## src/rtl/smd_pkg.sv

```systemverilog
// Shared definitions for the self-rewriting descriptor DMA channel.
// Assumes 32-bit words and four-word descriptors at 16-byte alignment.
package smd_pkg;
    localparam int WORD_W    = 32;
    localparam int LEN_W     = 16;   // command byte count field [15:0]
    localparam int INC_SRC_B = 16;   // command bit: advance source
    localparam int INC_TGT_B = 17;   // command bit: advance target
    localparam int CNT_W     = LEN_W - 2;

    typedef enum logic [2:0] {
        ST_IDLE,
        ST_CHECK,
        ST_FETCH,
        ST_LOAD,
        ST_WAIT,
        ST_RD,
        ST_WR,
        ST_HALT
    } smd_state_e;
endpackage

```

## src/rtl/smd_desc_regs.sv

```systemverilog
// Holds the fields of the descriptor being executed.
// Captures one word per accepted fetch read; idx selects the field
// (0 link, 1 source, 2 target, 3 command). Only used command bits kept.
module smd_desc_regs
    import smd_pkg::*;
#(
    parameter int AW = 32
) (
    input  logic              clk,
    input  logic              rst_n,
    input  logic              wr_en,
    input  logic [1:0]        idx,
    input  logic [WORD_W-1:0] wdata,
    output logic [AW-1:0]     link,
    output logic [AW-1:0]     src,
    output logic [AW-1:0]     tgt,
    output logic [CNT_W-1:0]  words,
    output logic              inc_src,
    output logic              inc_tgt
);
    // Field capture: store the fetched word into the field it belongs to.
    always_ff @(posedge clk) begin
        if (!rst_n) begin
            link    <= '0;
            src     <= '0;
            tgt     <= '0;
            words   <= '0;
            inc_src <= 1'b0;
            inc_tgt <= 1'b0;
        end else if (wr_en) begin
            case (idx)
                2'd0: link <= wdata[AW-1:0];
                2'd1: src  <= wdata[AW-1:0];
                2'd2: tgt  <= wdata[AW-1:0];
                default: begin
                    words   <= wdata[LEN_W-1:2];
                    inc_src <= wdata[INC_SRC_B];
                    inc_tgt <= wdata[INC_TGT_B];
                end
            endcase
        end
    end
endmodule

```

## src/rtl/smd_ptr.sv

```systemverilog
// Address pointer for one side of a transfer.
// Loads a start address, then advances by one word per step when inc is set;
// with inc clear it stays put (peripheral port behaviour).
module smd_ptr #(
    parameter int AW = 32
) (
    input  logic          clk,
    input  logic          rst_n,
    input  logic          load,
    input  logic [AW-1:0] load_val,
    input  logic          step,
    input  logic          inc,
    output logic [AW-1:0] addr
);
    localparam logic [AW-1:0] STRIDE = AW'(4);

    // Pointer update: load wins, otherwise optional word increment.
    always_ff @(posedge clk) begin
        if (!rst_n)
            addr <= '0;
        else if (load)
            addr <= load_val;
        else if (step && inc)
            addr <= addr + STRIDE;
    end
endmodule

```

## src/rtl/smd_word_cnt.sv

```systemverilog
// Remaining-word counter for a payload transfer.
// Assumes dec is only raised while the count is nonzero.
module smd_word_cnt #(
    parameter int CW = 14
) (
    input  logic          clk,
    input  logic          rst_n,
    input  logic          load,
    input  logic [CW-1:0] load_val,
    input  logic          dec,
    output logic          last
);
    logic [CW-1:0] cnt_q;

    // Count register: reload per descriptor, minus one per written word.
    always_ff @(posedge clk) begin
        if (!rst_n)
            cnt_q <= '0;
        else if (load)
            cnt_q <= load_val;
        else if (dec)
            cnt_q <= cnt_q - CW'(1);
    end

    assign last = (cnt_q == CW'(1));
endmodule

```

## src/rtl/smd_dma.sv

```systemverilog
// Single-channel descriptor-walking DMA.
// Fetches a four-word descriptor, waits for the peripheral request, moves
// count/4 words (read then write), then follows the link. The next
// descriptor is always re-read from memory, so a previous transfer may
// rewrite it. Stop and alignment checks happen only at descriptor
// boundaries. Assumes a memory that returns read data with mem_ack_i.
module smd_dma
    import smd_pkg::*;
#(
    parameter int AW = 32
) (
    input  logic              clk,
    input  logic              rst_n,
    input  logic              run_i,
    input  logic [AW-1:0]     head_addr_i,
    input  logic              dreq_i,
    output logic              mem_req_o,
    output logic              mem_we_o,
    output logic [AW-1:0]     mem_addr_o,
    output logic [WORD_W-1:0] mem_wdata_o,
    input  logic              mem_ack_i,
    input  logic [WORD_W-1:0] mem_rdata_i,
    output logic              busy_o,
    output logic              done_o,
    output logic              err_o
);
    smd_state_e        state_q;
    logic [AW-1:0]     next_q;
    logic [AW-1:0]     cur_q;
    logic [1:0]        idx_q;
    logic [WORD_W-1:0] data_q;
    logic              done_q;
    logic              err_q;

    logic [AW-1:0]     d_link, d_src, d_tgt, src_addr, tgt_addr;
    logic [CNT_W-1:0]  d_words;
    logic              d_inc_src, d_inc_tgt, cnt_last;
    logic              fetch_acc, load_go, beat_done;

    assign fetch_acc = (state_q == ST_FETCH) && mem_ack_i;
    assign load_go   = (state_q == ST_LOAD);
    assign beat_done = (state_q == ST_WR) && mem_ack_i;

    smd_desc_regs #(.AW(AW)) u_desc (
        .clk(clk), .rst_n(rst_n), .wr_en(fetch_acc), .idx(idx_q),
        .wdata(mem_rdata_i), .link(d_link), .src(d_src), .tgt(d_tgt),
        .words(d_words), .inc_src(d_inc_src), .inc_tgt(d_inc_tgt)
    );

    smd_ptr #(.AW(AW)) u_src_ptr (
        .clk(clk), .rst_n(rst_n), .load(load_go), .load_val(d_src),
        .step(beat_done), .inc(d_inc_src), .addr(src_addr)
    );

    smd_ptr #(.AW(AW)) u_tgt_ptr (
        .clk(clk), .rst_n(rst_n), .load(load_go), .load_val(d_tgt),
        .step(beat_done), .inc(d_inc_tgt), .addr(tgt_addr)
    );

    smd_word_cnt #(.CW(CNT_W)) u_cnt (
        .clk(clk), .rst_n(rst_n), .load(load_go), .load_val(d_words),
        .dec(beat_done), .last(cnt_last)
    );

    // Channel sequencer: boundary checks, fetch, request wait, word moves.
    always_ff @(posedge clk) begin
        if (!rst_n) begin
            state_q <= ST_IDLE;
            next_q  <= '0;
            cur_q   <= '0;
            idx_q   <= '0;
            data_q  <= '0;
            done_q  <= 1'b0;
            err_q   <= 1'b0;
        end else begin
            done_q <= 1'b0;
            case (state_q)
                ST_IDLE: if (run_i) begin
                    next_q  <= head_addr_i;
                    state_q <= ST_CHECK;
                end
                ST_CHECK: begin
                    if (!run_i) begin
                        done_q  <= 1'b1;
                        state_q <= ST_IDLE;
                    end else if (next_q[3:0] != 4'd0) begin
                        err_q   <= 1'b1;
                        state_q <= ST_HALT;
                    end else begin
                        cur_q   <= next_q;
                        idx_q   <= 2'd0;
                        state_q <= ST_FETCH;
                    end
                end
                ST_FETCH: if (mem_ack_i) begin
                    idx_q <= idx_q + 2'd1;
                    if (idx_q == 2'd3)
                        state_q <= ST_LOAD;
                end
                ST_LOAD: begin
                    next_q  <= d_link;
                    state_q <= (d_words == '0) ? ST_CHECK : ST_WAIT;
                end
                ST_WAIT: if (dreq_i)
                    state_q <= ST_RD;
                ST_RD: if (mem_ack_i) begin
                    data_q  <= mem_rdata_i;
                    state_q <= ST_WR;
                end
                ST_WR: if (mem_ack_i)
                    state_q <= cnt_last ? ST_CHECK : ST_RD;
                default: state_q <= ST_HALT;
            endcase
        end
    end

    // Memory master drive: one access per state that needs the bus.
    always_comb begin
        mem_req_o   = 1'b0;
        mem_we_o    = 1'b0;
        mem_addr_o  = '0;
        mem_wdata_o = '0;
        case (state_q)
            ST_FETCH: begin
                mem_req_o  = 1'b1;
                mem_addr_o = {cur_q[AW-1:4], idx_q, 2'b00};
            end
            ST_RD: begin
                mem_req_o  = 1'b1;
                mem_addr_o = src_addr;
            end
            ST_WR: begin
                mem_req_o   = 1'b1;
                mem_we_o    = 1'b1;
                mem_addr_o  = tgt_addr;
                mem_wdata_o = data_q;
            end
            default: ;
        endcase
    end

    assign busy_o = (state_q != ST_IDLE) && (state_q != ST_HALT);
    assign done_o = done_q;
    assign err_o  = err_q;
endmodule

```

## config.mk

```make
export PLATFORM = sky130hd
export DESIGN_NAME = smd_dma
export DESIGN_NICKNAME = d
export VERILOG_FILES = /design/src/rtl/smd_pkg.sv /design/src/rtl/smd_desc_regs.sv /design/src/rtl/smd_ptr.sv /design/src/rtl/smd_word_cnt.sv /design/src/rtl/smd_dma.sv
export SDC_FILE = /design/constraint.sdc
export NUM_CORES = 1
export LEC_CHECK = 0
export BUFFER_PORTS_ARGS = -buffer_cell sky130_fd_sc_hd__buf_2
export CAP_MARGIN = 10
export CORE_MARGIN = 4
export CORE_UTILIZATION = 55
export CTS_BUF_LIST = sky130_fd_sc_hd__clkbuf_8
export CTS_CLUSTER_SIZE = 40
export DETAILED_ROUTE_END_ITERATION = 10
export PLACE_DENSITY_LB_ADDON = 0.25
export SYNTH_ARGS = -nofsm -noshare
export SYNTH_HDL_FRONTEND = slang
export SYNTH_SLANG_ARGS = --single-unit
```

## constraint.sdc

```tcl
create_clock -name clk -period 2.1 [get_ports clk]
set_clock_uncertainty 0.2 [all_clocks]
set_input_delay 0.21 -clock clk [delete_from_list [all_inputs] [get_ports clk]]
set_output_delay 0.21 -clock clk [all_outputs]
set_load 0.01 [all_outputs]
```

**Word-level counts from Yosys, hierarchy flattened**

Index checks and enable logic that the tools add are counted.
Widths: inputs -> output; s select.

- Add/sub/neg operators: 4
- Eq/ne operators: 19
- Mux-type cells: 28
- Bitwise logic cells: 2
- Reduce and logical (&&, ||, !) cells: 28

Operators with widths:

| cell | count |
|---|---|
| $mux 32 | 6 |
| $pmux 32 s3 | 1 |
| $add 32x3->32 const B | 2 |
| $pmux 32 s2 | 1 |
| $mux 3 | 10 |
| $mux 14 | 2 |
| $pmux 3 s7 | 1 |
| $eq 14x1->1 const B | 1 |
| $logic_not 14->1 | 1 |
| $ne 2x2->1 const B | 7 |
| $reduce_and 2->1 | 7 |
| $sub 14x1->14 const B | 1 |
| $reduce_bool 2->1 | 5 |
| $eq 3x3->1 const B | 3 |
| $eq 3x2->1 const B | 2 |
| $mux 2 | 3 |
| $reduce_and 3->1 | 2 |
| $reduce_and 6->1 | 1 |
| $reduce_or 3->1 | 2 |
| $logic_and 1x1->1 | 5 |
| $eq 2x2->1 const B | 2 |
| $pmux 2 s2 | 1 |
| $reduce_and 4->1 | 1 |
| $reduce_bool 4->1 | 1 |
| other kinds (10) | 13 |

- Register bits: 293
- Input bits: 69
- Output and inout bits: 69
- Word-level logic and storage cells: 97

**Depth between registers and ports, before layout**

Gate-level depths: netlist (run 1).

- Depth in word-level cells: 5
- Mapped depth: 8

**Modules after synthesis**

A second synthesis (run 1) with hierarchy kept.

- Cell total of the unflattened synthesis: 1559
- Area total of the unflattened synthesis: 13790.7 µm²

By module, submodules not included:

| module | instances | cells each | area an instance (µm²) | seq. area each (µm²) |
|---|---|---|---|---|
| smd_dma | 1 | 622 | 5173.7 | 1981.9 |
| smd_desc_regs | 1 | 401 | 4167.7 | 2242.2 |
| smd_ptr | 2 | 221 | 1815.5 | 640.6 |
| smd_word_cnt | 1 | 94 | 818.3 | 280.3 |

**Worst setup path before layout (run 1)**

Ideal clock, no wire load.

- Path type: register -> register
- From: reg u_cnt.cnt_q[6]
- To: reg state_q[2]
- Data arrival time: 1.678 ns
- Setup slack: 0.089 ns
- Stages on the path, launching flop included: 5
- Cells stage by stage: dfxtp_1 > or4_4 > or4_4 > o41ai_2 > a21oi_1

- Longest elaborated chain between the ends: 4

RTL lines:

| element | line | source |
|---|---|---|
| from (decl) | smd_word_cnt.sv:13 | `logic [CW-1:0] cnt_q;` |
| from (signal assigned) | smd_word_cnt.sv:20 | `cnt_q <= load_val;` |
| from (signal assigned) | smd_word_cnt.sv:22 | `cnt_q <= cnt_q - CW'(1);` |
| $eq 14x1->1 | smd_word_cnt.sv:25 | `assign last = (cnt_q == CW'(1));` |
| $mux 3 | smd_dma.sv:111 | `state_q <= cnt_last ? ST_CHECK : ST_RD;` |
| $mux 3 | smd_dma.sv:110 | `ST_WR: if (mem_ack_i)` |
| $pmux 3 s7 | smd_dma.sv:77 | `case (state_q)` |
| to (signal assigned) | smd_dma.sv:102 | `state_q <= (d_words == '0) ? ST_CHECK : ST_WAIT;` |
| to (signal assigned) | smd_dma.sv:111 |  |
| to (decl) | smd_dma.sv:27 | `smd_state_e state_q;` |

Every way passes these cells. The select of a mux whose other input is x is not followed.
A chain may end at the register's enable or synchronous reset.

**Worst setup path after layout (run 1)**

- From: reg state_q[0]
- To: out mem_wdata_o[17]

- Longest elaborated chain between the ends: 2

RTL lines:

| element | line | source |
|---|---|---|
| $eq 3x3->1 | smd_dma.sv:123 | `case (state_q)` |
| $mux 32 | smd_dma.sv:123 |  |
| to (decl) | smd_dma.sv:20 | `output logic [WORD_W-1:0] mem_wdata_o,` |

Every way passes these cells.

==> flow_summary.html, run 1 <==
<table>
<tr><th>Metric</th><th>Value</th></tr>
<tr><th colspan="2">Floorplan</th></tr>
<tr><td>Die outline area</td><td>25,990 um^2</td></tr>
<tr><td>Die Ht</td><td>161.2 um</td></tr>
<tr><td>Boundary pin count</td><td>about 140</td></tr>
<tr><td>Core ar.</td><td>around 23,000 um^2</td></tr>
<tr><td>Die outline width</td><td>161.2 um</td></tr>
<tr><td>Std cell rows</td><td>55</td></tr>
<tr><td>Effective utilization at floorplan</td><td>between 50% and 60%</td></tr>
<tr><th colspan="2">STA</th></tr>
<tr><td>Worst Slack Setup Final</td><td>-0.1766 ns</td></tr>
<tr><td>Max frequency</td><td>~440 MHz</td></tr>
<tr><td>Final setup violation count</td><td>about 100</td></tr>
<tr><td>Crit share post-route</td><td>108.4%</td></tr>
<tr><td>Rel. slew slack</td><td>67.07%</td></tr>
<tr><td>Slew Viols, Final</td><td>0</td></tr>
<tr><td>Unrepaired setup endpoints after global routing</td><td>yes</td></tr>
<tr><td>Shortest clock period the worst path allows after layout</td><td>approximately 2.3 ns</td></tr>
<tr><td>Hold violation count in the final report</td><td>0</td></tr>
<tr><td>Worst slew pin tran</td><td>0.4939 ns</td></tr>
<tr><th colspan="2">GRT</th></tr>
<tr><td>Maximum number of pins on one net before global-route repair</td><td>slightly below 90</td></tr>
<tr><td>Total global routing track utilization</td><td>roughly a third</td></tr>
<tr><td>Grt total ovfl</td><td>0</td></tr>
<tr><td>Number of antenna violations at the first check in global routing</td><td>1</td></tr>
<tr><td>Via count of the first global-routing pass</td><td>between 10,000 and 15,000</td></tr>
<tr><td>Wire length of the first global-routing pass</td><td>between 60 and 70 mm</td></tr>
<tr><th colspan="2">Critical path</th></tr>
<tr><td>Worst reg2reg setup slack</td><td>-0.17 ns</td></tr>
<tr><td>Most frequent cell on the critical path</td><td>buf_12</td></tr>
<tr><td>Kind of end point of the critical path</td><td>output port</td></tr>
<tr><td>Buffers &amp; Inverters on Critical Path</td><td>5</td></tr>
<tr><td>Startpoint of the most critical register-to-register path</td><td>state_q[0]</td></tr>
<tr><td>Critical setup path kind</td><td>reg2out</td></tr>
<tr><td>Arrival time of data at the critical path endpoint</td><td>roughly 1.9 ns</td></tr>
<tr><td>Max incr delay on CP</td><td>0.33 ns</td></tr>
<tr><td>Top Family by Delay on Critical Path</td><td>buffers and inverters</td></tr>
<tr><td>Cells along the critical path</td><td>buf_6 &gt; buf_12 &gt; nor2b_4 &gt; buf_12 &gt; buf_12 &gt; and3_4 &gt; buf_6</td></tr>
<tr><td>Worst Setup SP</td><td>state_q[0]</td></tr>
<tr><td>Required time worst endpoint</td><td>1.69 ns</td></tr>
<tr><td>Slowest cell on crit path</td><td>dfxtp_2</td></tr>
<tr><td>Critical-path maximum fanout</td><td>9</td></tr>
<tr><td>Startpoint type of the worst setup path</td><td>register</td></tr>
<tr><th colspan="2">Clock tree</th></tr>
<tr><td>Clock latency on the worst-skew pair</td><td>about 0.58 ns</td></tr>
<tr><td>Root buffer selected by CTS</td><td>clkbuf_8</td></tr>
<tr><td># clock sinks</td><td>~290</td></tr>
<tr><td>Number of buffers created by CTS</td><td>45</td></tr>
<tr><td>CTS tree</td><td>built</td></tr>
<tr><td>H-tree level count</td><td>2</td></tr>
<tr><td>Clock slew at the register clock pins of the worst setup and hold paths</td><td>about 0.070 ns</td></tr>
<tr><td>Maximum number of buffers from clock root to sink</td><td>3</td></tr>
<tr><th colspan="2">Power</th></tr>
<tr><td>Worst IR drop on VDD</td><td>0.6237 mV</td></tr>
<tr><td>PD cells</td><td>824.8 nW/um^2</td></tr>
<tr><td>Leakage Power</td><td>6.759 nW</td></tr>
<tr><th colspan="2">Yosys</th></tr>
<tr><td>Area fraction of the dominant cell type after synthesis</td><td>~45%</td></tr>
<tr><td>Top cells by area in the synthesized netlist</td><td>dfxtp_1 45%, nand2_1 14%, a21oi_1 9.3%</td></tr>
<tr><td>Synthesized netlist net count</td><td>1,752</td></tr>
<tr><td>Number of cells produced by synthesis</td><td>~1,700</td></tr>
<tr><td>Number of distinct library cells after synthesis</td><td>62</td></tr>
<tr><td>Adder-cell area share of the yosys netlist</td><td>0.8721%</td></tr>
<tr><td>FFs w/ async S/R, synth</td><td>0%</td></tr>
<tr><td>Synthesis warning total</td><td>0</td></tr>
<tr><td>Area fraction in compound gates after synthesis</td><td>17.68%</td></tr>
<tr><td>Synthesized area divided by synthesized cell count</td><td>~7.7 um^2</td></tr>
<tr><td>Simple-gate area share of the yosys netlist</td><td>about a quarter</td></tr>
<tr><td>Count of state elements after synthesis</td><td>approximately 290</td></tr>
<tr><td>Fraction of synthesized area in multiplexers</td><td>2.645%</td></tr>
<tr><td>Sequential element share of the synthesized area</td><td>between 40 and 50%</td></tr>
<tr><td>Netlist area before placement</td><td>12,910 um^2</td></tr>
<tr><td>Most used flip-flop cell after synthesis</td><td>dfxtp_1</td></tr>
<tr><td>Share of the synthesized netlist area taken by xor and xnor gates</td><td>3.595%</td></tr>
<tr><td>Count of flip-flops with a built-in enable after synthesis</td><td>0</td></tr>
<tr><td>Combinational family with the most area after synthesis</td><td>simple AND/OR/NAND/NOR gates</td></tr>
<tr><td>Synth area leader</td><td>dfxtp_1</td></tr>
<tr><th colspan="2">Job</th></tr>
<tr><td># Max-Cap Violations</td><td>0</td></tr>
<tr><th colspan="2">Routing</th></tr>
<tr><td>Remaining number of nets flagged by the antenna check after routing</td><td>0</td></tr>
<tr><td>First-iteration detailed-routing DRC count</td><td>about 1,700</td></tr>
<tr><td>Count of unresolved DRC violations after routing</td><td>0</td></tr>
<tr><td>Via density per instance</td><td>roughly 6.2</td></tr>
<tr><td>Detailed-route wire length per cell</td><td>between 20 and 25 um</td></tr>
<tr><td>First drt pass iteration count</td><td>7</td></tr>
<tr><td>Total wirelength of the detailed-routed design</td><td>50.68 mm</td></tr>
<tr><td>DR vias</td><td>14,270</td></tr>
<tr><th colspan="2">Cells and area</th></tr>
<tr><td>Most common cell after layout, fill and taps aside</td><td>nand2_1</td></tr>
<tr><td>Top library cells by usage in the layout, fill and taps aside</td><td>463 x nand2_1, 286 x dfxtp_1, 239 x a21oi_1, 111 x buf_2, 82 x buf_4</td></tr>
<tr><td>Number of nets in the finished design</td><td>slightly above 2,000</td></tr>
<tr><td>Antenna diode count</td><td>0</td></tr>
<tr><td>Fraction of final layout cells sized beyond drive strength 1</td><td>25.73%</td></tr>
<tr><td>Signed area change from the synthesized netlist to the final layout</td><td>38.72%</td></tr>
<tr><td>Final core utilization</td><td>between 70% and 80%</td></tr>
<tr><th colspan="2">Placement</th></tr>
<tr><td>Routability congestion estimate</td><td>about 0.94</td></tr>
<tr><td>Pre-CTS worst setup slack</td><td>between 0.06 and 0.07 ns</td></tr>
<tr><td>Count of input and output buffers</td><td>between 100 and 150</td></tr>
<tr><td>Post-DP HPWL</td><td>between 20 and 30 mm</td></tr>
<tr><th colspan="2">Status</th></tr>
<tr><td>Result of the run</td><td>complete, but fails checks</td></tr>
<tr><td>Failing checks</td><td>negative setup slack</td></tr>
<tr><th colspan="2">Min path</th></tr>
<tr><td>Type of the most critical hold path</td><td>in2reg</td></tr>
<tr><td>HP Start</td><td>mem_ack_i</td></tr>
</table>
registers in the layout, summed over array words and instances, names as in the netlist:
signal	flops
done_o	1
u_desc.tgt	32
u_desc.src	32
state_q	3
idx_q	2
u_desc.words	14
u_tgt_ptr.addr	32
u_desc.inc_tgt	1
u_src_ptr.addr	32
next_q	32
cur_q	28
u_desc.inc_src	1
err_o	1
data_q	32
u_cnt.cnt_q	14
u_desc.link	32
metrics by stage:
step                      TNS [ns]  cells  power, mW  hold slack [ns]  area [um^2]
after floorplan                  0   1674      7.816          0.08933        12910
after detailed placement         0   2083      8.745           0.2284        14360
after CTS                   -8.628   2246      13.72          0.02820        16500
after global placement           0   2083      8.687           0.2354        14360
after global routing        -16.77   2287      15.21           0.1222        17910
final                       -11.56   2287      14.77           0.1108        17910
logic make-up (layout without fill, tap and decap cells):
family                   count (synthesis)  in the layout
AO/OA/AOI/OAI                          403            403
flip-flops                             289            289
AND/OR/NAND/NOR                        743            743
multiplexers                            34             34
buffers and inverters                  143            443
adder cells (fa/ha/maj)                  9              9
XOR/XNOR                                53             53
worst min-delay path, cell delays in order:
cell	delay [ns]
buf_2	0.14
buf_4	0.16
nand3_1	0.12
a21oi_1	0.08
o32ai_1	0.11
path summary, 6_finish.rpt:
| path | to | depth (start not counted) |
|---|---|---|
| max | mem_wdata_o[17] | 7 |
| min | u_cnt.cnt_q[11] | 5 |
| max reg2reg | u_src_ptr.addr[26] | 9 |
| min reg2reg | cur_q[11] | 2 |
metal layers:
metal	wire length [um]	track usage, %
met2	22780	50.58
met3	6223	7.553
met5	13	0
met1	18850	43.96
met4	2805	11.98
cells in the mapped netlist (all sizes together) (4+ instances only):
master,number
o221ai,4
nand3,32
inv,14
nor4,17
dfxtp,289
a211oi,13
xor2,20
nor2b,9
nand4,26
nor2,75
xnor2,33
o22ai,7
buf,40
clkbuf,89
nor3,18
and3,43
a31oi,4
o21ai,81
a21oi,240
nand2,481
mux2i,33
and4,10
a311oi,34
ha,9
and2,10
report_power, final:
part / leakage [nW] / total [mW] / internal, mW / switching (mW)
sequential: 2.34 / 6.25 / 5.92 / 0.336
clock: 0.497 / 4.53 / 2.29 / 2.23
combinational: 3.92 / 4.00 / 1.77 / 2.23
area by class of cell:
cell class | count | area [um^2]
Clock buffer | 53 | 729.5
Clock inverter | 22 | 110.1
Fill cell | 1420 | 4935
Inverter | 14 | 57.56
Multi-Input combinational cell | 1242 | 7445
Sequential cell | 289 | 5794
Tap cell | 313 | 391.6
Timing Repair Buffer | 354 | 3385
repair_timing:
item                                    4_1_cts  5_1_grt
cloned                                        5       14
resized for setup                           106      187
endpoints found under the hold margin       205        0
pin swaps                                    16       77
buffers inserted                             17       27
hold buffers                                 67        0
endpoints found under the setup margin       66      258
Power figures use the tool's default switching activity.
==> run 2, diff against run 1 <==
--- a/config.mk
+++ b/config.mk
@@ -7,8 +7,10 @@
 export LEC_CHECK = 0
 export BUFFER_PORTS_ARGS = -buffer_cell sky130_fd_sc_hd__buf_2
 export CAP_MARGIN = 10
+export CELL_PAD_IN_SITES_DETAIL_PLACEMENT = 1
+export CELL_PAD_IN_SITES_GLOBAL_PLACEMENT = 2
 export CORE_MARGIN = 4
-export CORE_UTILIZATION = 55
+export CORE_UTILIZATION = 32
 export CTS_BUF_LIST = sky130_fd_sc_hd__clkbuf_8
 export CTS_CLUSTER_SIZE = 40
 export DETAILED_ROUTE_END_ITERATION = 10
==> flow_summary.html, run 2 (synthesis results as in run 1) <==
<table>
<tr><th>Metric</th><th>Value</th></tr>
<tr><th colspan="2">Critical path</th></tr>
<tr><td>Max incr delay on CP</td><td>roughly 0.44 ns</td></tr>
<tr><td>Startpoint type of the worst setup path</td><td>register</td></tr>
<tr><td>Critical-path maximum fanout</td><td>6</td></tr>
<tr><td>Critical setup path kind</td><td>reg2out</td></tr>
<tr><td>Slowest cell on crit path</td><td>dfxtp_4</td></tr>
<tr><td>Kind of end point of the critical path</td><td>output port</td></tr>
<tr><td>Required time worst endpoint</td><td>1.69 ns</td></tr>
<tr><td>Worst reg2reg setup slack</td><td>-0.07 ns</td></tr>
<tr><td>Arrival time of data at the critical path endpoint</td><td>slightly below 2 ns</td></tr>
<tr><td>Cells along the critical path</td><td>buf_12 &gt; buf_16 &gt; mux2i_2 &gt; buf_4 &gt; o21ai_2 &gt; buf_2</td></tr>
<tr><th colspan="2">Placement</th></tr>
<tr><td>Cell area after placement</td><td>14,660 um^2</td></tr>
<tr><td>Routability congestion estimate</td><td>around 0.85</td></tr>
<tr><td>Post-DP HPWL</td><td>between 30 and 40 mm</td></tr>
<tr><td>Count of input and output buffers</td><td>~140</td></tr>
<tr><td>Pre-CTS worst setup slack</td><td>approximately 0.0049 ns</td></tr>
<tr><th colspan="2">Clock tree</th></tr>
<tr><td>Clock slew at the register clock pins of the worst setup and hold paths</td><td>approximately 0.07 ns</td></tr>
<tr><td>Clock latency on the worst-skew pair</td><td>~0.6 ns</td></tr>
<tr><td># clock sinks</td><td>about 290</td></tr>
<tr><td>H-tree level count</td><td>2</td></tr>
<tr><td>Number of buffers created by CTS</td><td>between 50 and 60</td></tr>
<tr><td>Root buffer selected by CTS</td><td>clkbuf_8</td></tr>
<tr><td>Maximum number of buffers from clock root to sink</td><td>3</td></tr>
<tr><td>CTS tree</td><td>built</td></tr>
<tr><th colspan="2">Status</th></tr>
<tr><td>Failing checks</td><td>negative setup slack</td></tr>
<tr><td>Result of the run</td><td>complete, but fails checks</td></tr>
<tr><th colspan="2">Floorplan</th></tr>
<tr><td>Core ar.</td><td>39,820 um^2</td></tr>
<tr><td>Effective utilization at floorplan</td><td>about a third</td></tr>
<tr><td>Std cell rows</td><td>73</td></tr>
<tr><td>Die outline width</td><td>208.9 um</td></tr>
<tr><td>Die Ht</td><td>between 200 and 250 um</td></tr>
<tr><td>Boundary pin count</td><td>roughly 140</td></tr>
<tr><td>Die outline area</td><td>between 40,000 and 50,000 um^2</td></tr>
<tr><th colspan="2">GRT</th></tr>
<tr><td>Wire length of the first global-routing pass</td><td>79.91 mm</td></tr>
<tr><td>Grt total ovfl</td><td>0</td></tr>
<tr><td>GR Layer Usage met1</td><td>33.34%</td></tr>
<tr><td>Global routing usage on met3</td><td>between 3 and 4%</td></tr>
<tr><td>Most utilized layer in the global route result</td><td>met2</td></tr>
<tr><td>Met2 demand-to-capacity share in global routing</td><td>36.35%</td></tr>
<tr><td>Total global routing track utilization</td><td>about 23%</td></tr>
<tr><td>Via count of the first global-routing pass</td><td>~13,000</td></tr>
<tr><td>Maximum number of pins on one net before global-route repair</td><td>65</td></tr>
<tr><td>Number of antenna violations at the first check in global routing</td><td>0</td></tr>
<tr><th colspan="2">STA</th></tr>
<tr><td>Crit share post-route</td><td>111.4%</td></tr>
<tr><td>Worst Slack Setup Final</td><td>-0.2402 ns</td></tr>
<tr><td>Slew Viols, Final</td><td>0</td></tr>
<tr><td>Max frequency</td><td>427.3 MHz</td></tr>
<tr><td>Hold violation count in the final report</td><td>0</td></tr>
<tr><td>Rel. slew slack</td><td>66.05%</td></tr>
<tr><td>Shortest clock period the worst path allows after layout</td><td>~2.3 ns</td></tr>
<tr><td>Final setup violation count</td><td>between 70 and 80</td></tr>
<tr><td>Worst slew pin tran</td><td>about 0.5 ns</td></tr>
<tr><td>Unrepaired setup endpoints after global routing</td><td>yes</td></tr>
<tr><th colspan="2">Power</th></tr>
<tr><td>Worst IR drop on VDD</td><td>around 0.4 mV</td></tr>
<tr><td>Leakage Power</td><td>6.674 nW</td></tr>
<tr><td>PD cells</td><td>847.2 nW/um^2</td></tr>
<tr><th colspan="2">Cells and area</th></tr>
<tr><td>Final-layout fill cell count</td><td>~4,700</td></tr>
<tr><td>Cell area after layout</td><td>18,140 um^2</td></tr>
<tr><td>Most common cell after layout, fill and taps aside</td><td>nand2_1</td></tr>
<tr><td>Top library cells by usage in the layout, fill and taps aside</td><td>475 x nand2_1, 284 x dfxtp_1, 238 x a21oi_1, 120 x buf_2, 73 x buf_4</td></tr>
<tr><td>Signed area change from the synthesized netlist to the final layout</td><td>40.48%</td></tr>
<tr><td>Number of nets in the finished design</td><td>roughly 2,000</td></tr>
<tr><td>Fraction of final layout cells sized beyond drive strength 1</td><td>24.27%</td></tr>
<tr><td>Antenna diode count</td><td>0</td></tr>
<tr><th colspan="2">Routing</th></tr>
<tr><td>Via density per instance</td><td>5.325</td></tr>
<tr><td>DR vias</td><td>13,310</td></tr>
<tr><td>First drt pass iteration count</td><td>5</td></tr>
<tr><td>First-iteration detailed-routing DRC count</td><td>between 800 and 900</td></tr>
<tr><td>Total wirelength of the detailed-routed design</td><td>~56 mm</td></tr>
<tr><td>Remaining number of nets flagged by the antenna check after routing</td><td>0</td></tr>
<tr><td>Count of unresolved DRC violations after routing</td><td>0</td></tr>
<tr><td>Detailed-route wire length per cell</td><td>22.34 um</td></tr>
<tr><th colspan="2">Job</th></tr>
<tr><td># Max-Cap Violations</td><td>0</td></tr>
<tr><th colspan="2">Min path</th></tr>
<tr><td>Type of the most critical hold path</td><td>in2reg</td></tr>
</table>
run 2: cell count changes in the layout (fill, tap and decap cells not counted), moves of 9 or more:
cell / delta
clkbuf_8: +10
buf_6: -19
buf_2: +9
nand2_1: +12
buf_4: -9
o21ai_4: -9
run 2: path summary, 6_finish.rpt:
check	from	endpoint	cells past startpoint
worst max-delay path	state_q[2]	mem_addr_o[10]	6
worst min-delay path	run_i	done_o	3
worst max register to register	state_q[1]	u_cnt.cnt_q[5]	8
worst min register to register	u_desc.src[9]	u_desc.src[9]	2
run 2: critical path: cells and delay by family, from the launching register on:
family,cells,cell delay [ns]
buf+inv,4,0.60
flops,1,0.44
mux,1,0.21
compound gates,1,0.06
run 2: per-stage QoR:
stage               utilization [%]  instances  setup TNS (ns)  hold WS (ns)  power, mW
finish                        45.55       2499          -12.57        0.1622      15.37
global route                  45.55       2499          -18.78        0.1615      16.06
CTS                           43.34       2471          -12.23        0.1141      14.85
detailed placement            36.82       2293               0        0.2297      8.937
floorplan                         -       1674               0       0.08933      7.816
global placement              36.82       2293               0        0.2190      8.881
run 2: where the power goes:
part / leakage, nW / switching (mW) / internal, mW
Clock: 0.552 / 2.42 / 2.68
Combinational: 3.78 / 2.19 / 1.80
Sequential: 2.34 / 0.354 / 5.92
Total: 6.67 / 4.96 / 10.4
run 2: cell type report:
| cell class | instances | area (um^2) | area share, % |
|---|---|---|---|
| clock buffer | 63 | 867.1 | 4.780 |
| clock inverter | 19 | 95.09 | 0.5242 |
| timing repair buffer | 347 | 3436 | 18.94 |
| sequential | 289 | 5799 | 31.97 |
| inverter | 14 | 57.56 | 0.3173 |
| multi-input combinational | 1242 | 7228 | 39.85 |
| tap | 525 | 656.9 | 3.621 |
run 2: layer usage:
layer	wire length (um)	vias up
met4	1372	0
met5	0	-
li1	-	6292
met1	26280	6574
met2	25450	349
met3	2722	93
run 2: what timing repair did:
item                       in CTS  in global routing
pin swaps                      13                 27
cloned                         12                  8
buffers inserted               16                 21
setup endpoints to repair      70                155
hold endpoints to repair      194                  0
resized for setup             113                126
hold buffers                   68                  0
==> run 3, diff against run 2 <==
--- a/config.mk
+++ b/config.mk
@@ -10,11 +10,12 @@
 export CELL_PAD_IN_SITES_DETAIL_PLACEMENT = 1
 export CELL_PAD_IN_SITES_GLOBAL_PLACEMENT = 2
 export CORE_MARGIN = 4
-export CORE_UTILIZATION = 32
+export CORE_UTILIZATION = 34
 export CTS_BUF_LIST = sky130_fd_sc_hd__clkbuf_8
 export CTS_CLUSTER_SIZE = 40
 export DETAILED_ROUTE_END_ITERATION = 10
 export PLACE_DENSITY_LB_ADDON = 0.25
 export SYNTH_ARGS = -nofsm -noshare
 export SYNTH_HDL_FRONTEND = slang
+export SYNTH_HIERARCHICAL = 1
 export SYNTH_SLANG_ARGS = --single-unit
==> flow_summary.html, run 3 <==
<table>
<tr><th>Metric</th><th>Value</th></tr>
<tr><th colspan="2">Status</th></tr>
<tr><td>Result of the run</td><td>complete, but fails checks</td></tr>
<tr><td>Failing checks</td><td>negative setup slack</td></tr>
<tr><th colspan="2">Cells and area</th></tr>
<tr><td>Antenna diode count</td><td>0</td></tr>
<tr><td>Top library cells by usage in the layout, fill and taps aside</td><td>338 x nand2_1, 285 x dfxtp_1, 175 x mux2i_1, 140 x buf_4, 102 x buf_2</td></tr>
<tr><td>Number of nets in the finished design</td><td>2,008</td></tr>
<tr><td>Most common cell after layout, fill and taps aside</td><td>nand2_1</td></tr>
<tr><td>Signed area change from the synthesized netlist to the final layout</td><td>45.47%</td></tr>
<tr><td>Cell area after layout</td><td>roughly 20,000 um^2</td></tr>
<tr><td>Fraction of final layout cells sized beyond drive strength 1</td><td>between 30% and 40%</td></tr>
<tr><th colspan="2">Clock tree</th></tr>
<tr><td>CTS tree</td><td>built</td></tr>
<tr><td># clock sinks</td><td>approximately 290</td></tr>
<tr><td>Root buffer selected by CTS</td><td>clkbuf_8</td></tr>
<tr><td>H-tree level count</td><td>2</td></tr>
<tr><td>Maximum number of buffers from clock root to sink</td><td>3</td></tr>
<tr><td>Number of buffers created by CTS</td><td>approximately 50</td></tr>
<tr><td>Clock slew at the register clock pins of the worst setup and hold paths</td><td>approximately 0.070 ns</td></tr>
<tr><td>Clock latency on the worst-skew pair</td><td>approximately 0.64 ns</td></tr>
<tr><th colspan="2">Yosys</th></tr>
<tr><td>Synthesized area divided by synthesized cell count</td><td>about 8.8 um^2</td></tr>
<tr><td>Number of distinct library cells after synthesis</td><td>63</td></tr>
<tr><td>Cell with the most instances after synthesis</td><td>nand2_1</td></tr>
<tr><td>Top cells by area in the synthesized netlist</td><td>dfxtp_1 42%, mux2i_1 13%, nand2_1 10%</td></tr>
<tr><td>Synthesis warning total</td><td>6</td></tr>
<tr><td>Most used flip-flop cell after synthesis</td><td>dfxtp_1</td></tr>
<tr><td>Sequential element share of the synthesized area</td><td>41.95%</td></tr>
<tr><td>Post-synth top cells</td><td>368 x nand2_1, 289 x dfxtp_1, 182 x mux2i_1</td></tr>
<tr><td>Area fraction of the dominant cell type after synthesis</td><td>between 40% and 50%</td></tr>
<tr><td>Netlist area before placement</td><td>13,790 um^2</td></tr>
<tr><td>FFs w/ async S/R, synth</td><td>0%</td></tr>
<tr><td>Count of state elements after synthesis</td><td>approximately 290</td></tr>
<tr><td>Synthesized netlist net count</td><td>roughly 1,600</td></tr>
<tr><td>Synth area leader</td><td>dfxtp_1</td></tr>
<tr><td>Count of flip-flops with a built-in enable after synthesis</td><td>0</td></tr>
<tr><td>Number of cells produced by synthesis</td><td>roughly 1,600</td></tr>
<tr><th colspan="2">STA</th></tr>
<tr><td>Setup Total Neg Slack</td><td>-24.19 ns</td></tr>
<tr><td>Shortest clock period the worst path allows after layout</td><td>roughly 2.5 ns</td></tr>
<tr><td>Final hold slack</td><td>~0.18 ns</td></tr>
<tr><td>Crit share post-route</td><td>117.2%</td></tr>
<tr><td>Max frequency</td><td>approximately 410 MHz</td></tr>
<tr><td>Rel. slew slack</td><td>between 50 and 60%</td></tr>
<tr><td>Worst Slack Setup Final</td><td>-0.3612 ns</td></tr>
<tr><td>Worst slew pin tran</td><td>~0.62 ns</td></tr>
<tr><td>Unrepaired setup endpoints after global routing</td><td>yes</td></tr>
<tr><td>Final setup violation count</td><td>between 100 and 150</td></tr>
<tr><td>Hold violation count in the final report</td><td>0</td></tr>
<tr><td>Slew Viols, Final</td><td>0</td></tr>
<tr><th colspan="2">Placement</th></tr>
<tr><td>Pre-CTS worst setup slack</td><td>-0.1873 ns</td></tr>
<tr><td>Routability congestion estimate</td><td>approximately 0.90</td></tr>
<tr><td>Post-DP HPWL</td><td>~35 mm</td></tr>
<tr><td>Cell area after placement</td><td>about 16,000 um^2</td></tr>
<tr><td>Count of input and output buffers</td><td>137</td></tr>
<tr><th colspan="2">Power</th></tr>
<tr><td>Worst IR drop on VDD</td><td>0.4984 mV</td></tr>
<tr><td>Leakage Power</td><td>roughly 8.7 nW</td></tr>
<tr><td>Total power draw</td><td>15.72 mW</td></tr>
<tr><td>PD cells</td><td>a little under 800 nW/um^2</td></tr>
<tr><th colspan="2">Routing</th></tr>
<tr><td>Via density per instance</td><td>5.366</td></tr>
<tr><td>Detailed-route wire length per cell</td><td>~23 um</td></tr>
<tr><td>First-iteration detailed-routing DRC count</td><td>around 700</td></tr>
<tr><td>Remaining number of nets flagged by the antenna check after routing</td><td>0</td></tr>
<tr><td>DR vias</td><td>~13,000</td></tr>
<tr><td>First drt pass iteration count</td><td>5</td></tr>
<tr><td>Total wirelength of the detailed-routed design</td><td>about 57 mm</td></tr>
<tr><td>Count of unresolved DRC violations after routing</td><td>0</td></tr>
<tr><th colspan="2">Floorplan</th></tr>
<tr><td>Die outline width</td><td>around 210 um</td></tr>
<tr><td>Die outline area</td><td>about 44,000 um^2</td></tr>
<tr><td>Std cell rows</td><td>73</td></tr>
<tr><td>Core ar.</td><td>39,910 um^2</td></tr>
<tr><td>Die Ht</td><td>~210 um</td></tr>
<tr><td>Boundary pin count</td><td>around 140</td></tr>
<tr><td>Effective utilization at floorplan</td><td>34.55%</td></tr>
<tr><th colspan="2">GRT</th></tr>
<tr><td>Total global routing track utilization</td><td>a little under a quarter</td></tr>
<tr><td>Grt total ovfl</td><td>0</td></tr>
<tr><td>Maximum number of pins on one net before global-route repair</td><td>83</td></tr>
<tr><td>Via count of the first global-routing pass</td><td>~13,000</td></tr>
<tr><td>Wire length of the first global-routing pass</td><td>about 80 mm</td></tr>
<tr><td>Number of antenna violations at the first check in global routing</td><td>0</td></tr>
<tr><th colspan="2">Critical path</th></tr>
<tr><td>Critical-path maximum fanout</td><td>7</td></tr>
<tr><td>Kind of end point of the critical path</td><td>output port</td></tr>
<tr><td>Required time worst endpoint</td><td>around 1.7 ns</td></tr>
<tr><td>Arrival time of data at the critical path endpoint</td><td>roughly 2 ns</td></tr>
<tr><td>Startpoint type of the worst setup path</td><td>register</td></tr>
<tr><td>Critical setup path kind</td><td>reg2out</td></tr>
<tr><th colspan="2">Job</th></tr>
<tr><td># Max-Cap Violations</td><td>0</td></tr>
<tr><th colspan="2">Min path</th></tr>
<tr><td>Type of the most critical hold path</td><td>in2reg</td></tr>
</table>
[run 3: worst max-delay path: stages, from the launching register on]
cell and delay [ns]:
dfxtp_2 0.33, buf_8 0.12, and3b_4 0.40, buf_12 0.15
buf_16 0.15, nand2_2 0.06, o21ai_1 0.06, buf_2 0.14
[run 3: timing repair]
item / in CTS / in global routing
buffers inserted: 40 / 24
endpoints found under the hold margin: 223 / 0
hold buffers: 68 / 0
setup endpoints to repair: 111 / 200
pin swaps: 38 / 85
resized for setup: 196 / 197
gates cloned: 16 / 16
[run 3: per-stage QoR]
| stage | instances | utilization, % |
|---|---|---|
| 6_report | 2490 | 50.26 |
| 5_1_grt | 2490 | 50.26 |
| 4_1_cts | 2465 | 47.57 |
| 3_5_place_dp | 2259 | 39.83 |
| 3_3_place_gp | 2259 | 39.83 |
| 2_1_floorplan | 1559 | - |
[run 3: path summary, 6_finish.rpt]
check	start	to	slack [ns]	cells past startpoint
min	mem_rdata_i[7]	data_q[7]	0.18	4
min reg2reg	next_q[20]	cur_q[20]	0.26	2
max reg2reg	state_q[1]	u_src_ptr/addr[14]	-0.32	9
max	state_q[1]	mem_addr_o[17]	-0.36	7
[run 3: layer usage]
layer	share of wire, %	up-vias	GRT usage [%]
met5	0	-	0
met4	2.4	0	6.863
met3	4.8	82	3.617
met2	47	363	37.15
met1	46	6625	32.59
li1	-	6292	-
[run 3: power by group]
group | total (mW) | leakage, nW | internal (mW) | switching (mW)
sequential | 6.26 | 2.34 | 5.92 | 0.334
combinational | 4.42 | 5.80 | 2.19 | 2.23
clock | 5.04 | 0.546 | 2.58 | 2.46
[run 3: logic make-up (layout without fill, tap and decap cells)]
| kind of cell | Yosys count | count (layout) | synth area share (%) |
|---|---|---|---|
| AOI/OAI and AO/OA | 299 | 299 | 14.46 |
| xor gates and xnor gates | 37 | 37 | 2.350 |
| adders and majority gates | 5 | 5 | 0.4536 |
| buffers and inverters | 132 | 538 | 5.371 |
| DFF | 289 | 289 | 41.95 |
| muxes | 182 | 182 | 13.21 |
| and+or+nand+nor | 615 | 615 | 22.20 |
[run 3: area by class of cell]
class	count	area, um^2
Clock buffer	60	825.8
Multi-Input combinational cell	1138	8183
Timing Repair Buffer	439	4415
Sequential cell	289	5796
Clock inverter	24	117.6
Tap cell	525	656.9
Inverter	15	67.56
Fill cell	4455	19850
